--- src/rtl/ptm_pkg.sv ---
package ptm_pkg;
  timeunit 1ns; timeprecision 1ps;

  typedef enum logic [1:0] {
    MODE_OFF  = 2'b00,
    MODE_ANY  = 2'b01,
    MODE_ALL  = 2'b10,
    MODE_OFF2 = 2'b11
  } match_mode_e;

  typedef enum logic [2:0] {
    CMD_NOP     = 3'b000,
    CMD_CLR_PND = 3'b001,
    CMD_SET_IE  = 3'b010,
    CMD_CLR_IE  = 3'b011
  } cmd_e;

  localparam logic [2:0] A_PINS  = 3'd0;
  localparam logic [2:0] A_SEL   = 3'd1;
  localparam logic [2:0] A_KIND  = 3'd2;
  localparam logic [2:0] A_SENSE = 3'd3;
  localparam logic [2:0] A_INV   = 3'd4;
  localparam logic [2:0] A_MODE  = 3'd5;
  localparam logic [2:0] A_CMD   = 3'd6;
endpackage

--- src/rtl/ptm_sync.sv ---
module ptm_sync #(
  parameter int W      = 8,
  parameter int STAGES = 2
) (
  input  logic         clk,
  input  logic         rst_n,
  input  logic [W-1:0] d_i,
  output logic [W-1:0] q_o
);
  timeunit 1ns; timeprecision 1ps;

  logic [W-1:0] stage_q [STAGES];

  generate
    for (genvar s = 0; s < STAGES; s++) begin : g_stage
      always_ff @(posedge clk or negedge rst_n) begin
        if (!rst_n) stage_q[s] <= '0;
        else if (s == 0) stage_q[s] <= d_i;
        else stage_q[s] <= stage_q[(s == 0) ? 0 : s-1];
      end
    end
  endgenerate

  assign q_o = stage_q[STAGES-1];
endmodule

--- src/rtl/ptm_match.sv ---
module ptm_match
  import ptm_pkg::*;
#(
  parameter int W = 8
) (
  input  logic         clk,
  input  logic         rst_n,
  input  logic [W-1:0] sample_i,
  input  logic [W-1:0] inv_i,
  input  logic [W-1:0] sel_i,
  input  logic [W-1:0] kind_i,
  input  logic [W-1:0] sense_i,
  input  match_mode_e  mode_i,
  output logic [W-1:0] data_o,
  output logic         hit_o
);
  timeunit 1ns; timeprecision 1ps;

  logic [W-1:0] data, prev_q, cond, edge_bits;
  logic         any_hit, all_hit, multi_edge;

  assign data = sample_i ^ inv_i;

  always_ff @(posedge clk or negedge rst_n) begin
    if (!rst_n) prev_q <= '0;
    else        prev_q <= data;
  end

  generate
    for (genvar i = 0; i < W; i++) begin : g_bit
      logic rise, fall, edge_ok, lvl_ok;
      assign rise    = data[i] & ~prev_q[i];
      assign fall    = ~data[i] & prev_q[i];
      assign edge_ok = sense_i[i] ? rise : fall;
      assign lvl_ok  = sense_i[i] ? data[i] : ~data[i];
      assign cond[i] = kind_i[i] ? edge_ok : lvl_ok;
    end
  endgenerate

  assign edge_bits  = sel_i & kind_i;
  assign multi_edge = |(edge_bits & (edge_bits - 1'b1));
  assign any_hit    = |(cond & sel_i);
  assign all_hit    = (|sel_i) && (&(cond | ~sel_i)) && !multi_edge;

  always_comb begin
    case (mode_i)
      MODE_ANY: hit_o = any_hit;
      MODE_ALL: hit_o = all_hit;
      default:  hit_o = 1'b0;
    endcase
  end

  assign data_o = data;


  and_multi_edge_chk: assert property (@(posedge clk) disable iff (!rst_n)
    (mode_i == MODE_ALL && $countones(sel_i & kind_i) > 1) |-> !hit_o);
endmodule

--- src/rtl/ptm_irq.sv ---
module ptm_irq
  import ptm_pkg::*;
(
  input  logic clk,
  input  logic rst_n,
  input  logic hit_i,
  input  logic en_i,
  input  logic cmd_we_i,
  input  cmd_e cmd_i,
  input  logic ack_i,
  output logic ie_o,
  output logic ip_o,
  output logic ius_o,
  output logic irq_o
);
  timeunit 1ns; timeprecision 1ps;

  logic ie_q, ip_q, ius_q;
  logic clr_pnd, set_ie, clr_ie, set_ip, ack_ok;

  assign clr_pnd = cmd_we_i && cmd_i == CMD_CLR_PND;
  assign set_ie  = cmd_we_i && cmd_i == CMD_SET_IE;
  assign clr_ie  = cmd_we_i && cmd_i == CMD_CLR_IE;
  assign set_ip  = hit_i && ie_q && en_i;
  assign ack_ok  = ack_i && ie_q && ip_q;

  always_ff @(posedge clk or negedge rst_n) begin
    if (!rst_n) begin
      ie_q  <= 1'b0;
      ip_q  <= 1'b0;
      ius_q <= 1'b0;
    end else begin
      if (set_ie)      ie_q <= 1'b1;
      else if (clr_ie) ie_q <= 1'b0;
      ip_q <= (ip_q && !clr_pnd) || set_ip;
      if (clr_pnd)     ius_q <= 1'b0;
      else if (ack_ok) ius_q <= 1'b1;
    end
  end

  assign ie_o  = ie_q;
  assign ip_o  = ip_q;
  assign ius_o = ius_q;
  assign irq_o = ie_q && ip_q && !ius_q;


  ius_needs_ack_chk: assert property (@(posedge clk) disable iff (!rst_n)
    $rose(ius_q) |-> $past(ack_i && ie_q && ip_q));

  ip_set_qual_chk: assert property (@(posedge clk) disable iff (!rst_n)
    $rose(ip_q) |-> $past(hit_i && ie_q && en_i));

  clr_ie_chk: assert property (@(posedge clk) disable iff (!rst_n)
    (cmd_we_i && cmd_i == CMD_CLR_IE) |=> !ie_q);

  ip_sticky_chk: assert property (@(posedge clk) disable iff (!rst_n)
    (ip_q && !(cmd_we_i && cmd_i == CMD_CLR_PND)) |=> ip_q);
endmodule

--- src/rtl/ptm_regs.sv ---
module ptm_regs
  import ptm_pkg::*;
#(
  parameter int W = 8
) (
  input  logic         clk,
  input  logic         rst_n,
  input  logic         wr_en,
  input  logic         rd_en,
  input  logic [2:0]   addr,
  input  logic [W-1:0] wr_data,
  input  logic [W-1:0] data_i,
  input  logic         ie_i,
  input  logic         ip_i,
  input  logic         ius_i,
  output logic [W-1:0] sel_o,
  output logic [W-1:0] kind_o,
  output logic [W-1:0] sense_o,
  output logic [W-1:0] inv_o,
  output match_mode_e  mode_o,
  output logic         en_o,
  output logic         cmd_we_o,
  output cmd_e         cmd_o,
  output logic [W-1:0] rd_data,
  output logic         rd_valid
);
  timeunit 1ns; timeprecision 1ps;

  localparam int UB = 4;

  logic [W-1:0]  sel_q, kind_q, sense_q, inv_q, rd_q, rd_mux;
  logic [1:0]    mode_q;
  logic          en_q, rv_q;
  logic [UB-1:0] user_q;

  always_ff @(posedge clk or negedge rst_n) begin
    if (!rst_n) begin
      sel_q   <= '0;
      kind_q  <= '0;
      sense_q <= '0;
      inv_q   <= '0;
      mode_q  <= '0;
      en_q    <= 1'b0;
      user_q  <= '0;
    end else if (wr_en) begin
      case (addr)
        A_SEL:   sel_q   <= wr_data;
        A_KIND:  kind_q  <= wr_data;
        A_SENSE: sense_q <= wr_data;
        A_INV:   inv_q   <= wr_data;
        A_MODE: begin
          mode_q <= wr_data[1:0];
          en_q   <= wr_data[4];
        end
        A_CMD:   user_q  <= wr_data[UB-1:0];
        default: ;
      endcase
    end
  end

  always_comb begin
    rd_mux = '0;
    case (addr)
      A_PINS:  rd_mux = data_i;
      A_SEL:   rd_mux = sel_q;
      A_KIND:  rd_mux = kind_q;
      A_SENSE: rd_mux = sense_q;
      A_INV:   rd_mux = inv_q;
      A_MODE: begin
        rd_mux[1:0] = mode_q;
        rd_mux[4]   = en_q;
      end
      A_CMD: begin
        rd_mux[UB-1:0] = user_q;
        rd_mux[5]      = ip_i;
        rd_mux[6]      = ie_i;
        rd_mux[7]      = ius_i;
      end
      default: rd_mux = '0;
    endcase
  end

  always_ff @(posedge clk or negedge rst_n) begin
    if (!rst_n) begin
      rd_q <= '0;
      rv_q <= 1'b0;
    end else begin
      rv_q <= rd_en;
      if (rd_en) rd_q <= rd_mux;
    end
  end

  assign sel_o    = sel_q;
  assign kind_o   = kind_q;
  assign sense_o  = sense_q;
  assign inv_o    = inv_q;
  assign mode_o   = match_mode_e'(mode_q);
  assign en_o     = en_q;
  assign cmd_we_o = wr_en && addr == A_CMD;
  assign cmd_o    = cmd_e'(wr_data[6:4]);
  assign rd_data  = rd_q;
  assign rd_valid = rv_q;


  rd_latency_chk: assert property (@(posedge clk) disable iff (!rst_n)
    rd_en |=> rd_valid);
endmodule

--- src/rtl/pattern_irq_port.sv ---
module pattern_irq_port
  import ptm_pkg::*;
#(
  parameter int W         = 8,
  parameter int SYNC_DEPTH = 2
) (
  input  logic         clk,
  input  logic         rst_n,
  input  logic [W-1:0] pins_i,
  input  logic         wr_en,
  input  logic         rd_en,
  input  logic [2:0]   addr,
  input  logic [W-1:0] wr_data,
  output logic [W-1:0] rd_data,
  output logic         rd_valid,
  input  logic         ack_i,
  output logic         irq_o
);
  timeunit 1ns; timeprecision 1ps;

  logic [W-1:0] sample, data, sel, kind, sense, inv;
  match_mode_e  mode;
  cmd_e         cmd;
  logic         en, cmd_we, hit, ie, ip, ius;

  ptm_sync #(.W(W), .STAGES(SYNC_DEPTH)) u_sync (
    .clk(clk), .rst_n(rst_n), .d_i(pins_i), .q_o(sample)
  );

  ptm_match #(.W(W)) u_match (
    .clk(clk), .rst_n(rst_n), .sample_i(sample), .inv_i(inv),
    .sel_i(sel), .kind_i(kind), .sense_i(sense), .mode_i(mode),
    .data_o(data), .hit_o(hit)
  );

  ptm_irq u_irq (
    .clk(clk), .rst_n(rst_n), .hit_i(hit), .en_i(en),
    .cmd_we_i(cmd_we), .cmd_i(cmd), .ack_i(ack_i),
    .ie_o(ie), .ip_o(ip), .ius_o(ius), .irq_o(irq_o)
  );

  ptm_regs #(.W(W)) u_regs (
    .clk(clk), .rst_n(rst_n), .wr_en(wr_en), .rd_en(rd_en), .addr(addr),
    .wr_data(wr_data), .data_i(data), .ie_i(ie), .ip_i(ip), .ius_i(ius),
    .sel_o(sel), .kind_o(kind), .sense_o(sense), .inv_o(inv),
    .mode_o(mode), .en_o(en), .cmd_we_o(cmd_we), .cmd_o(cmd),
    .rd_data(rd_data), .rd_valid(rd_valid)
  );
endmodule

--- config.mk ---
export PLATFORM = sky130hd
export DESIGN_NAME = pattern_irq_port
export DESIGN_NICKNAME = d
export VERILOG_FILES = /design/src/rtl/ptm_pkg.sv /design/src/rtl/ptm_sync.sv /design/src/rtl/ptm_match.sv /design/src/rtl/ptm_irq.sv /design/src/rtl/ptm_regs.sv /design/src/rtl/pattern_irq_port.sv
export SDC_FILE = /design/constraint.sdc
export NUM_CORES = 1
export LEC_CHECK = 0
export ABC_AREA = 1
export BUFFER_PORTS_ARGS = -buffer_cell sky130_fd_sc_hd__buf_2
export CAP_MARGIN = 40
export CORE_AREA = 2 2 99 101
export CTS_BUF_LIST = sky130_fd_sc_hd__clkbuf_2
export DETAILED_ROUTE_END_ITERATION = 12
export DIE_AREA = 0 0 101 103
export GPL_TIMING_DRIVEN = 1
export MAX_ROUTING_LAYER = met4
export SKIP_CTS_REPAIR_TIMING = 1
export SLEW_MARGIN = 30
export SYNTH_ARGS = -nofsm -noshare
export SYNTH_HDL_FRONTEND = slang
export SYNTH_SLANG_ARGS = --single-unit
--- constraint.sdc ---
create_clock -name clk -period 1.6 [get_ports clk]
set_input_delay 0.32 -clock clk [delete_from_list [all_inputs] [get_ports clk]]
set_output_delay 0.32 -clock clk [all_outputs]
set_load 0.005 [all_outputs]
==> run metrics <==
syn avg cell area 7.688 um^2; power density over the cells 1176 nW/um^2; worst hold path type input port to flop; Post-DP Area 4053 um^2; period utilization 98.87%; crit start category flop; FFs w/ async S/R, synth 100.0%; Detail Route Antenna Nets 0; Vias 3,154; global route total overflow 0; Post-Syn Instances 477; clk buf depth 2; MaxCap Viol Count 0; critical path class flop to output pin; Max VDD drop 471.7 uV; number of remaining DRC errors 0; IO buf count 33; register area share after synthesis 51.18%; antenna diode count 0; design area 4363 um^2; vias in the first global route 2,875; Final Core Density 46.12%; DIE WIDTH 101 um; WL/cell 14.17 um; setup TNS 0 ns; Synth warnings 0; first-pass GRT wire length 14.84 mm; clock network latency to the later pin of the worst-skew pair 0.54 ns; non-filler cells, final 660; drt initial violations 185; share of cells above drive strength 1 16.12%; I/O pin count 34; Clock Skew 0.04880 ns; Setup crit end kind output pin; number of synthesized register bits 75; detailed-route wire length 9.355 mm; Clock H-tree levels 3; final setup violation count 0; Worst path slowest cell dfrtp_1; Critical Path Max Stage Delay 0.42 ns; placed cells 632; CTS sink cnt 75; TritonCTS Buffers 9; DRT Pass-1 Iters 5; largest net degree at the start of global routing 39; crit path DAT 1.26 ns; Core ar. 9459 um^2; gr usage total 19.76%; Worst Max-Slew Pin Slew 0.4711 ns; fmax 632.1 MHz; Rows 36; Critical Path RT 1.28 ns; GP Congestion 0.9741; Primary FF master, synth dfrtp_1; initial antenna violation count 0; Critical Path, Cell by Cell inv_1 > nor3_2 > buf_2; max-slew violation count 0; chip height 103 um; syn_nets 503; number of flops mapped to enable cells by yosys 0; crit path time final 1.582 ns; nets 567; die area 10,400 um^2; via/cell ratio 4.779; Area growth syn-to-layout 18.97%; Mapped Area 3667 um^2; Reg clk slew, reported paths 0.20 ns; final hold viol count 0; Max transition margin 68.48%; status complete, no violations; worst-path maximum fanout 3; Leak 2.367 nW; CTS tree built; hpwl dp 6.951 mm; RSZ-0062 raised after global routing yes; Starting Density 38.77%; Yosys cell types 30; CTS root buf clkbuf_2
cells in the mapped netlist (3+ instances only):
| library cell | n | area (um^2) |
|---|---|---|
| dfrtp_1 | 75 | 1877 |
| inv_1 | 64 | 240.2 |
| nand2_2 | 5 | 31.28 |
| o21ai_2 | 8 | 70.07 |
| o21ai_1 | 16 | 80.08 |
| inv_2 | 3 | 11.26 |
| nand2_1 | 200 | 750.7 |
| nor2_1 | 17 | 63.81 |
| nand3_1 | 16 | 80.08 |
| o22ai_1 | 8 | 50.05 |
| nor3_1 | 5 | 25.02 |
| o21ai_0 | 35 | 175.2 |
cell type report:
type | instances | area, um^2
Tap cell | 114 | 142.6
Fill cell | 1001 | 5096
Clock buffer | 9 | 45.04
Inverter | 67 | 251.5
Sequential cell | 75 | 1877
Multi-Input combinational cell | 330 | 1511
Clock inverter | 7 | 140.1
Timing Repair Buffer | 58 | 395.4
flip-flops by register name, indices dropped and copies added, names as in the netlist:
register,flops
u_match.prev_q,8
u_regs.inv_o,8
u_regs.kind_o,8
u_regs.rd_data,8
u_regs.sel_o,8
u_regs.sense_o,8
u_sync.q_o,8
u_sync.stage_q,8
u_regs.user_q,4
u_regs.mode_o,2
u_irq.ie_o,1
u_irq.ip_o,1
u_irq.ius_o,1
u_regs.en_o,1
u_regs.rd_valid,1
path summary, 6_finish.rpt:
path | from | to | slack, ns | depth (start not counted)
max | u_irq.ie_o$_DFFE_PN0P_ | irq_o | 0.02 | 3
min | wr_data[7] | u_regs.sense_o[7]$_DFFE_PN0P_ | 0.11 | 3
max reg2reg | u_regs.inv_o[5]$_DFFE_PN0P_ | u_irq.ip_o$_DFF_PN0_ | 0.18 | 12
min reg2reg | u_sync.stage_q[9]$_DFF_PN0_ | u_sync.q_o[1]$_DFF_PN0_ | 0.34 | 0
max in group asynchronous | rst_n | u_regs.user_q[3]$_DFFE_PN0P_ | 0.86 | 3
min in group asynchronous | rst_n | u_sync.stage_q[14]$_DFF_PN0_ | 0.23 | 2
layout by cell type, fill, tap and decap left out, drive strengths merged:
| master | instances |
|---|---|
| nand2 | 206 |
| dfrtp | 75 |
| inv | 67 |
| o21ai | 59 |
| buf | 47 |
| nand3 | 18 |
| nor2 | 18 |
| dlygate4sd3 | 11 |
| clkbuf | 9 |
| o22ai | 8 |
| nor3 | 6 |
| bufinv | 4 |
| o2111ai | 2 |
| a22oi | 2 |
| o31ai | 2 |
| a21oi | 2 |
| ha | 2 |
| clkinvlp | 2 |
| xnor2 | 1 |
| nor4 | 1 |
| or2 | 1 |
| o211ai | 1 |
| nand4 | 1 |
| clkinv | 1 |
cell families (layout without fill, tap and decap cells):
family,count (synthesis),in the layout,synth area share [%]
simple gates,251,251,28.08
compound gates,76,76,12.01
flops,75,75,51.18
buf+inv,72,141,7.813
fa+ha+maj,2,2,0.6823
xor+xnor,1,1,0.2389
where the power goes:
group | switching [mW] | total, mW | internal [mW]
clock | 0.687 | 1.51 | 0.825
combinational | 0.737 | 1.21 | 0.475
sequential | 0.221 | 2.40 | 2.18
metrics by stage:
stage	worst slack (ns)	hold slack (ns)	power, mW
6_report	0.01807	0.1095	5.130
5_1_grt	-0.1266	0.06250	5.486
4_1_cts	-0.09641	-0.3621	5.151
3_5_place_dp	-0.07068	0.2497	3.615
3_3_place_gp	-0.08449	0.2486	3.590
2_1_floorplan	0.3331	0.02441	3.170
worst max-delay path, delay by kind of cell, from the launching register on:
kind | cells | cell delay, ns
simple gates | 1 | 0.14
flops | 1 | 0.42
buf+inv | 2 | 0.21
layer usage:
layer  global-route usage [%]  part of all wire (%)
met2                    29.79                    45
met4                    8.108                   1.9
met3                    4.203                   4.1
met5                        -                     0
met1                    26.02                    49
Power figures use the tool's default switching activity.
